File: src/rtl/mac_row_pkg.sv
package mac_row_pkg;

  localparam int unsigned MAXW = 64;

  // One partial-product row: the multiplier operand gated by one multiplicand bit.
  function automatic logic [MAXW-1:0] gate_row(input logic [MAXW-1:0] x, input logic hb);
    return hb ? x : '0;
  endfunction

  // Log2 of a width, for prefix tree depth.
  function automatic int unsigned tree_depth(input int unsigned w);
    int unsigned d;
    d = 0;
    while ((1 << d) < w) d++;
    return d;
  endfunction

  // True when the width is a power of two.
  function automatic bit is_pow2(input int unsigned w);
    return (w != 0) && ((w & (w - 1)) == 0);
  endfunction

endpackage

File: src/rtl/cla_adder.sv
module cla_adder #(
  parameter int unsigned W   = 40,
  parameter int unsigned GRP = 4
) (
  input  logic [W-1:0] a,
  input  logic [W-1:0] b,
  input  logic         ci,
  output logic [W-1:0] s,
  output logic         co
);
  localparam int unsigned NG = (W + GRP - 1) / GRP;

  logic [W-1:0] gen_b, prop_b;
  assign gen_b  = a & b;
  assign prop_b = a ^ b;

  always_comb begin
    logic [W:0]  cv;
    logic [NG:0] cg;
    logic        gg, pg;
    cv    = '0;
    cg    = '0;
    cg[0] = ci;
    for (int k = 0; k < int'(NG); k++) begin
      gg = 1'b0;
      pg = 1'b1;
      for (int j = k * int'(GRP); (j < (k + 1) * int'(GRP)) && (j < int'(W)); j++) begin
        gg = gen_b[j] | (prop_b[j] & gg);
        pg = pg & prop_b[j];
      end
      cg[k+1] = gg | (pg & cg[k]);
      cv[k*int'(GRP)] = cg[k];
      for (int j = k * int'(GRP); (j < (k + 1) * int'(GRP) - 1) && (j < int'(W) - 1); j++) begin
        cv[j+1] = gen_b[j] | (prop_b[j] & cv[j]);
      end
    end
    s  = prop_b ^ cv[W-1:0];
    co = cg[NG];
  end
endmodule

File: src/rtl/bk_adder.sv
module bk_adder
  import mac_row_pkg::*;
#(
  parameter int unsigned W = 16
) (
  input  logic [W-1:0] a,
  input  logic [W-1:0] b,
  output logic [W-1:0] s,
  output logic         co
);
  localparam int unsigned LV = tree_depth(W);

  logic [W-1:0] g0, p0;
  assign g0 = a & b;
  assign p0 = a ^ b;

  always_comb begin
    logic [W-1:0] gv, pv;
    logic [W:0]   cv;
    gv = g0;
    pv = p0;
    // up-sweep: LV levels
    for (int lv = 1; lv <= int'(LV); lv++) begin
      for (int i = 0; i < int'(W); i++) begin
        if (((i + 1) % (1 << lv)) == 0) begin
          gv[i] = gv[i] | (pv[i] & gv[i - (1 << (lv - 1))]);
          pv[i] = pv[i] & pv[i - (1 << (lv - 1))];
        end
      end
    end
    // down-sweep: LV-1 levels
    for (int lv = int'(LV) - 1; lv >= 1; lv--) begin
      for (int i = 0; i < int'(W); i++) begin
        if ((i >= (1 << lv)) && (((i + 1) % (1 << lv)) == (1 << (lv - 1)))) begin
          gv[i] = gv[i] | (pv[i] & gv[i - (1 << (lv - 1))]);
          pv[i] = pv[i] & pv[i - (1 << (lv - 1))];
        end
      end
    end
    cv    = '0;
    cv[0] = 1'b0;
    for (int i = 0; i < int'(W); i++) cv[i+1] = gv[i];
    s  = p0 ^ cv[W-1:0];
    co = cv[W];
  end
endmodule

File: src/rtl/row_mult.sv
module row_mult
  import mac_row_pkg::*;
#(
  parameter int unsigned OPW = 16
) (
  input  logic [OPW-1:0]   a,
  input  logic [OPW-1:0]   b,
  output logic [2*OPW-1:0] p
);
  localparam bit USE_BK = is_pow2(OPW);

  logic [OPW-1:0] rows [OPW];
  logic [OPW:0]   part [OPW];
  logic [OPW-1:0] low_bits;

  genvar i;
  generate
    for (i = 0; i < int'(OPW); i++) begin : g_row
      logic [MAXW-1:0] gated;
      assign gated   = gate_row(MAXW'(a), b[i]);
      assign rows[i] = gated[OPW-1:0];
    end

    assign part[0] = {1'b0, rows[0]};

    for (i = 1; i < int'(OPW); i++) begin : g_fold
      logic [OPW-1:0] fs;
      logic           fc;
      if (USE_BK && (i % 2 == 1)) begin : g_bk
        bk_adder #(.W(OPW)) u_add (
          .a (part[i-1][OPW:1]),
          .b (rows[i]),
          .s (fs),
          .co(fc)
        );
      end else begin : g_cla
        cla_adder #(.W(OPW), .GRP(4)) u_add (
          .a (part[i-1][OPW:1]),
          .b (rows[i]),
          .ci(1'b0),
          .s (fs),
          .co(fc)
        );
      end
      assign part[i]       = {fc, fs};
      assign low_bits[i-1] = part[i-1][0];
    end
  endgenerate

  assign low_bits[OPW-1] = 1'b0;
  assign p = {part[OPW-1], low_bits[OPW-2:0]};
endmodule

File: src/rtl/mac_row_unit.sv
module mac_row_unit #(
  parameter int unsigned OPW  = 16,
  parameter int unsigned ACCW = 40
) (
  input  logic            clk,
  input  logic            clr,
  input  logic            in_vld,
  input  logic [OPW-1:0]  op_x,
  input  logic [OPW-1:0]  op_h,
  output logic [ACCW-1:0] acc_q
);
  localparam int unsigned PW = 2 * OPW;

  logic [PW-1:0]   prod;
  logic [ACCW-1:0] acc_next;
  logic            add_co;
  logic            take_sum;
  logic            wipe;

  row_mult #(.OPW(OPW)) u_mult (
    .a(op_x),
    .b(op_h),
    .p(prod)
  );

  cla_adder #(.W(ACCW), .GRP(4)) u_acc_add (
    .a (acc_q),
    .b (ACCW'(prod)),
    .ci(1'b0),
    .s (acc_next),
    .co(add_co)
  );

  assign wipe     = clr;
  assign take_sum = in_vld & ~clr;

  always_ff @(posedge clk) begin
    if (wipe)          acc_q <= '0;
    else if (take_sum) acc_q <= acc_next;
  end

  logic unused_co;
  assign unused_co = add_co;
endmodule

File: config.mk
export PLATFORM = sky130hd
export DESIGN_NAME = mac_row_unit
export DESIGN_NICKNAME = d
export VERILOG_FILES = /design/src/rtl/mac_row_pkg.sv /design/src/rtl/cla_adder.sv /design/src/rtl/bk_adder.sv /design/src/rtl/row_mult.sv /design/src/rtl/mac_row_unit.sv
export SDC_FILE = /design/constraint.sdc
export NUM_CORES = 1
export LEC_CHECK = 0
export ABC_CLOCK_PERIOD_IN_PS = 21200
export CORE_MARGIN = 1.5
export CORE_UTILIZATION = 40
export CTS_BUF_LIST = sky130_fd_sc_hd__clkbuf_8 sky130_fd_sc_hd__clkbuf_16
export DETAILED_ROUTE_END_ITERATION = 6
export DONT_BUFFER_PORTS = 1
export GPL_TIMING_DRIVEN = 1
export PLACE_DENSITY = 0.62
export SKIP_LAST_GASP = 1
export SYNTH_ARGS = -nofsm -noshare
export SYNTH_HDL_FRONTEND = slang
export SYNTH_SLANG_ARGS = --single-unit
File: constraint.sdc
create_clock -name clk -period 21.2 [get_ports clk]
set_input_delay 0 -clock clk [delete_from_list [all_inputs] [get_ports clk]]
set_output_delay 0 -clock clk [all_outputs]
set_load 0.01 [all_outputs]
==> results of run 1 <==
[cells in the final DEF (no fill, tap or decap), types with 52 or more instances in the layout]
master / netlist / routed
sky130_fd_sc_hd__inv_1: 201 / 195
sky130_fd_sc_hd__a21oi_1: 72 / 54
sky130_fd_sc_hd__and2_1: 215 / 214
sky130_fd_sc_hd__nor2_1: 71 / 70
sky130_fd_sc_hd__fa_1: 172 / 130
sky130_fd_sc_hd__xor2_1: 60 / 52
sky130_fd_sc_hd__buf_4: 0 / 242
sky130_fd_sc_hd__ha_1: 246 / 211
sky130_fd_sc_hd__nand2_1: 82 / 78
[what timing repair did]
item | 4_1_cts | 5_1_grt
pin swaps | 40 | 36
hold endpoints to repair | 40 | 13
resized for setup | 39 | 68
buffers inserted | 20 | 7
setup endpoints to repair | 10 | 16
[critical path, delay by kind of cell]
| kind | cells | cell delay [ns] |
|---|---|---|
| AO/OA/AOI/OAI | 17 | 2.87 |
| adder cells (fa/ha/maj) | 40 | 14.31 |
| multiplexers | 1 | 0.13 |
| XOR/XNOR | 2 | 0.32 |
| AND/OR/NAND/NOR | 18 | 4.04 |
| buffers and inverters | 3 | 0.18 |
[stage by stage]
step                      area, sq um  setup WS (ns)
final                           16900         -0.464
after global routing            16900          -1.24
after global placement          15700          -1.11
after detailed placement        15700          -1.34
after floorplan                 13700         -0.395
after CTS                       16600         -0.478
[worst paths after layout]
path	start	cells after the start	slack, ns	to
setup / recovery	op_x[1]	81	-0.46	acc_q[38]$_SDFFE_PP0P_
hold / removal	clr	1	-0.23	acc_q[29]$_SDFFE_PP0P_
setup reg to reg	acc_q[0]$_SDFFE_PP0P_	18	16.50	acc_q[23]$_SDFFE_PP0P_
hold reg to reg	acc_q[39]$_SDFFE_PP0P_	2	0.57	acc_q[39]$_SDFFE_PP0P_
[synthesized netlist by cell type (40+ instances only)]
cell type	count	share of area, %
sky130_fd_sc_hd__ha_1	246	23
sky130_fd_sc_hd__and2_1	215	10
sky130_fd_sc_hd__inv_1	201	5.6
sky130_fd_sc_hd__fa_1	172	26
sky130_fd_sc_hd__nand2_1	82	2.3
sky130_fd_sc_hd__a21oi_1	72	2.7
sky130_fd_sc_hd__nor2_1	71	2.0
sky130_fd_sc_hd__xor2_1	60	3.9
sky130_fd_sc_hd__o21ai_0	43	1.6
sky130_fd_sc_hd__a21o_1	42	2.4
sky130_fd_sc_hd__clkbuf_1	42	1.2
sky130_fd_sc_hd__dfxtp_1	40	6.0
[area by class of cell]
| class | count | area [sq um] | share of cell area (%) |
|---|---|---|---|
| multi-input cells | 1238 | 12600 | 74.2 |
| repair buffers | 269 | 2090 | 12.3 |
| flip-flops and latches | 40 | 801 | 4.73 |
| inverters | 201 | 754 | 4.46 |
| well taps | 442 | 553 | 3.27 |
| clock buffers | 6 | 139 | 0.820 |
| clock inverters | 2 | 38.8 | 0.229 |
[routing by layer]
metal	vias to the layer above	GRT usage, %	wire length, microns
met5	-	0	0
met4	0	1.87	149
met3	9	1.78	865
met2	85	31.4	14000
met1	5183	22.6	13800
li1	5493	-	-
[cell families after synthesis]
group / after synthesis / synth area share (%)
buffers and inverters: 244 / 6.86
adder cells (fa/ha/maj): 418 / 48.8
XOR/XNOR: 86 / 5.64
multiplexers: 15 / 1.12
AO/OA/AOI/OAI: 257 / 12.8
AND/OR/NAND/NOR: 462 / 18.8
flip-flops: 40 / 5.99
==> impl_metrics.py, run 1 <==
metrics = {
    "grt": {
        "grt-ovfl-total": 0,
        "grt_pass1_vias": 11300,
        "gr-usage-all-layers_pct": 17.3,
        "grt_antenna_before_repair": 0,
        "first_pass_grt_wire_length_microns": 50500,
        "grt_max_degree": 64,
    },
    "routing": {
        "drt-initial-drc-count": 298,
        "wl_per_cell_microns": 13.1,
        "drc": 0,
        "via_total_after_detailed_routing": 10800,
        "mean_number_of_vias_per_cell": 4.90,
        "routed_wl_microns": 28700,
        "final_antenna_net_count": 0,
        "firstDrtPassIters": 4,
    },
    "cells_and_area": {
        "reg.largest.list": "acc_q (40)",
        "area_added_between_synthesis_and_finish_pct": 26.7,
        "largest_register_ffs": 40,
        "antenna-diode-count": 0,
        "regMostFlops": "acc_q",
        "fin_nets": 2208,
        "post-route-util_pct": 51.8,
        "final.fill_count": 3011,
        "final_layout_size_suffix_gt1_share_pct": 24.1,
        "stdcell_count": 2198,
    },
    "sta": {
        "timing.slew.headroom_pct": 72.7,
        "maximum_frequency_from_static_timing_analysis_mhz": 46.2,
        "setup_viol_count_final": 8,
        "hold-worst-slack_ns": -0.226,
        "worst-slew-pin-transition_ns": 0.406,
        "setup-tns-final_ns": -2.61,
        "largest_clock_skew_in_the_final_design_ns": 0.00953,
        "setup_ws_ns": -0.464,
        "finalHoldViolCount": 13,
        "fin_crit_share_pct": 102,
        "final_max_slew_viol_count": 0,
        "rsz0062_at_grt": "true",
        "post_route_minimum_period_ns": 21.66,
    },
    "run_status": {
        "violated_checks": "negative hold slack, negative setup slack",
        "run_status": "complete, but fails checks",
    },
    "synth": {
        "yosysWarnings": 0,
        "number_of_synthesized_flops_with_an_enable_pin": 0,
        "ys_seq_area_share_pct": 5.99,
        "synthCells": 1522,
        "avgSynthCellArea_sq_um": 8.78,
        "synth_cell_type_count": 58,
        "synth_seq_cells": 40,
        "synthFlopType": "sky130_fd_sc_hd__dfxtp_1",
        "synth-async-reset-ratio_pct": 0,
        "synth_area_sq_um": 13400,
        "synth.net_count": 1975,
    },
    "clock_network": {
        "cts_hold_buf": 28,
        "cts-root-buf": "sky130_fd_sc_hd__clkbuf_16",
        "cts_buffers": 5,
        "cts_max_path_buffers": 2,
        "cts_tree": "yes",
        "skew_pair_late_insertion_delay_ns": 0.29,
        "path_clk_slew_ns": 0.07,
        "cts_max_level": 2,
        "cts_num_sinks": 40,
    },
    "placed_design": {
        "place.gp.congestion": 0.789,
        "dp_cells": 2136,
        "place_hpwl_microns": 24300,
        "portBuffers": 0,
    },
    "die": {
        "die_h_microns": 186,
        "die_area_sq_um": 34500,
        "num_io_pins": 75,
        "fp.dieW_microns": 186,
        "row_count": 66,
        "floorplan.core_area_sq_um": 32700,
        "initial_core_util_pct": 40.9,
    },
    "hold_path": {
        "worstHoldPathType": "in -> reg",
    },
    "critical_path": {
        "worst_ep_required_time_ns": 21.38,
        "cpMaxStageDelayCell": "sky130_fd_sc_hd__fa_2",
        "timing.critical_path.from_type": "input port",
        "worst-endpoint-arrival_ns": 21.85,
        "ws_path_type": "in -> reg",
        "timing.critical_path.fanout_max": 16,
        "slowest_delay_ns": 0.58,
        "critical_path.endpoint_type": "register",
        "timing.critical_path.mode_cell": "sky130_fd_sc_hd__fa_2",
    },
    "flow_run": {
        "maxCapViolCount": 0,
    },
}
Power of run 1 is left out: the tool's default activity adds up to more than one toggle a clock period on the data nets, which glitch-free logic cannot reach.
==> inputs of run 2 (changes only) <==
--- a/config.mk
+++ b/config.mk
@@ -5,14 +5,14 @@
 export SDC_FILE = /design/constraint.sdc
 export NUM_CORES = 1
 export LEC_CHECK = 0
-export ABC_CLOCK_PERIOD_IN_PS = 21200
+export ABC_CLOCK_PERIOD_IN_PS = 20200
 export CORE_MARGIN = 1.5
 export CORE_UTILIZATION = 40
 export CTS_BUF_LIST = sky130_fd_sc_hd__clkbuf_8 sky130_fd_sc_hd__clkbuf_16
 export DETAILED_ROUTE_END_ITERATION = 6
 export DONT_BUFFER_PORTS = 1
 export GPL_TIMING_DRIVEN = 1
-export PLACE_DENSITY = 0.62
+export PLACE_DENSITY = 0.6
 export SKIP_LAST_GASP = 1
 export SYNTH_ARGS = -nofsm -noshare
 export SYNTH_HDL_FRONTEND = slang
==> constraint.sdc (replaced) <==
create_clock -name clk -period 20.2 [get_ports clk]
set_input_delay 0 -clock clk [delete_from_list [all_inputs] [get_ports clk]]
set_output_delay 0 -clock clk [all_outputs]
set_load 0.01 [all_outputs]
==> impl_metrics.py, run 2 (synthesized netlist as in run 1, its figures left out) <==
metrics = {
    "cells_and_area": {
        "area_added_between_synthesis_and_finish_pct": 30.9,
        "final.fill_count": 2995,
        "fin_nets": 2258,
        "final_layout_size_suffix_gt1_share_pct": 27.6,
        "antenna-diode-count": 0,
        "most-common-layout-cells": "sky130_fd_sc_hd__buf_4, sky130_fd_sc_hd__and2_1, sky130_fd_sc_hd__ha_1",
        "largest_register_ffs": 40,
        "multi_input_comb_area_sq_um": 12700,
        "commonest_non_fill_non_tap_cell_in_the_layout": "sky130_fd_sc_hd__buf_4",
        "area_occupied_by_registers_sq_um": 801,
        "post-route-util_pct": 53.5,
        "regMostFlops": "acc_q",
        "reg.largest.list": "acc_q (40)",
    },
    "grt": {
        "grt-ovfl-total": 0,
        "grt_max_degree": 64,
        "grt_antenna_before_repair": 0,
        "gr-usage-all-layers_pct": 17.8,
        "first_pass_grt_wire_length_microns": 51900,
        "grt_pass1_vias": 11500,
    },
    "critical_path": {
        "slowest_delay_ns": 0.60,
        "timing.critical_path.fanout_max": 16,
        "ws_path_type": "in -> reg",
        "timing.critical_path.from_type": "input port",
        "worst-endpoint-arrival_ns": 21.78,
        "timing.critical_path.mode_cell": "sky130_fd_sc_hd__fa_2",
        "cpMaxStageDelayCell": "sky130_fd_sc_hd__fa_1",
        "critical_path.endpoint_type": "register",
        "worst_ep_required_time_ns": 20.43,
    },
    "clock_network": {
        "cts_max_path_buffers": 2,
        "cts_num_sinks": 40,
        "path_clk_slew_ns": 0.07,
        "cts_buffers": 5,
        "cts_tree": "yes",
        "cts-root-buf": "sky130_fd_sc_hd__clkbuf_16",
        "cts_max_level": 2,
        "skew_pair_late_insertion_delay_ns": 0.29,
        "cts_hold_buf": 24,
    },
    "routing": {
        "drt-initial-drc-count": 269,
        "via_total_after_detailed_routing": 11000,
        "wl_per_cell_microns": 13.2,
        "firstDrtPassIters": 5,
        "final_antenna_net_count": 0,
        "drc": 0,
        "routed_wl_microns": 29600,
        "mean_number_of_vias_per_cell": 4.91,
    },
    "sta": {
        "post_route_minimum_period_ns": 21.55,
        "hold-worst-slack_ns": -0.233,
        "maximum_frequency_from_static_timing_analysis_mhz": 46.4,
        "timing.slew.headroom_pct": 66.7,
        "rsz0062_at_grt": "true",
        "final_max_slew_viol_count": 0,
        "finalHoldViolCount": 16,
        "fin_crit_share_pct": 107,
        "setup_viol_count_final": 12,
        "setup_ws_ns": -1.35,
        "largest_clock_skew_in_the_final_design_ns": 0.0106,
        "worst-slew-pin-transition_ns": 0.496,
    },
    "placed_design": {
        "place_hpwl_microns": 24700,
        "place.gp.congestion": 0.800,
        "portBuffers": 0,
    },
    "run_status": {
        "violated_checks": "negative hold slack, negative setup slack",
        "run_status": "complete, but fails checks",
    },
    "die": {
        "row_count": 66,
        "die_h_microns": 186,
        "initial_core_util_pct": 40.9,
        "fp.dieW_microns": 186,
        "die_area_sq_um": 34500,
        "floorplan.core_area_sq_um": 32700,
        "num_io_pins": 75,
    },
    "hold_path": {
        "worstHoldPathType": "in -> reg",
    },
    "flow_run": {
        "maxCapViolCount": 0,
    },
}
==> run 2: repair_timing <==
action,4_1_cts,5_1_grt
gates resized for setup,72,62
setup buffers,38,10
pin swaps,54,48
hold endpoints to repair,40,16
endpoints found under the setup margin,14,18
==> run 2: cell type report <==
type	instances	area share (%)
timing repair buffer	319	14.1
clock inverter	3	0.265
clock buffer	5	0.715
tap	442	3.16
multi-input combinational	1238	72.9
sequential	40	4.58
inverter	201	4.31
==> run 2: metrics by stage <==
step	setup slack, ns	instance area [sq um]	hold WS, ns	std cells	TNS [ns]
2_1_floorplan	-1.40	13800	0.309	1522	-11.01
3_3_place_gp	-2.09	16000	0.0757	2168	-20.63
3_5_place_dp	-2.34	16000	0.0783	2168	-24.58
4_1_cts	-1.43	17100	-0.235	2238	-11.94
5_1_grt	-2.25	17500	-0.241	2248	-23.02
6_report	-1.35	17500	-0.233	2248	-11.64
==> run 2: layer usage <==
metal	part of all wire, %	global-route usage, %	vias up
met2	48	31.8	87
met4	0.67	1.97	0
met1	48	23.8	5325
li1	-	-	5607
met3	3.3	2.00	14
met5	0	0	-
==> run 2: worst max-delay path, delay by kind of cell <==
kind            cells  cell delay (ns)
compound gates     23             3.19
xor+xnor            3             0.54
fa+ha+maj          43            15.34
buf+inv             3             0.16
simple gates       16             2.52
==> run 2: worst paths after layout <==
path                           from                      to  slack, ns  cells past startpoint
min reg2reg  acc_q[39]$_SDFFE_PP0P_  acc_q[39]$_SDFFE_PP0P_       0.58                      2
max reg2reg   acc_q[0]$_SDFFE_PP0P_  acc_q[23]$_SDFFE_PP0P_      15.47                     18
max                         op_x[1]  acc_q[39]$_SDFFE_PP0P_      -1.35                     88
min                             clr  acc_q[35]$_SDFFE_PP0P_      -0.23                      1
Power of run 2 is left out for the same reason.
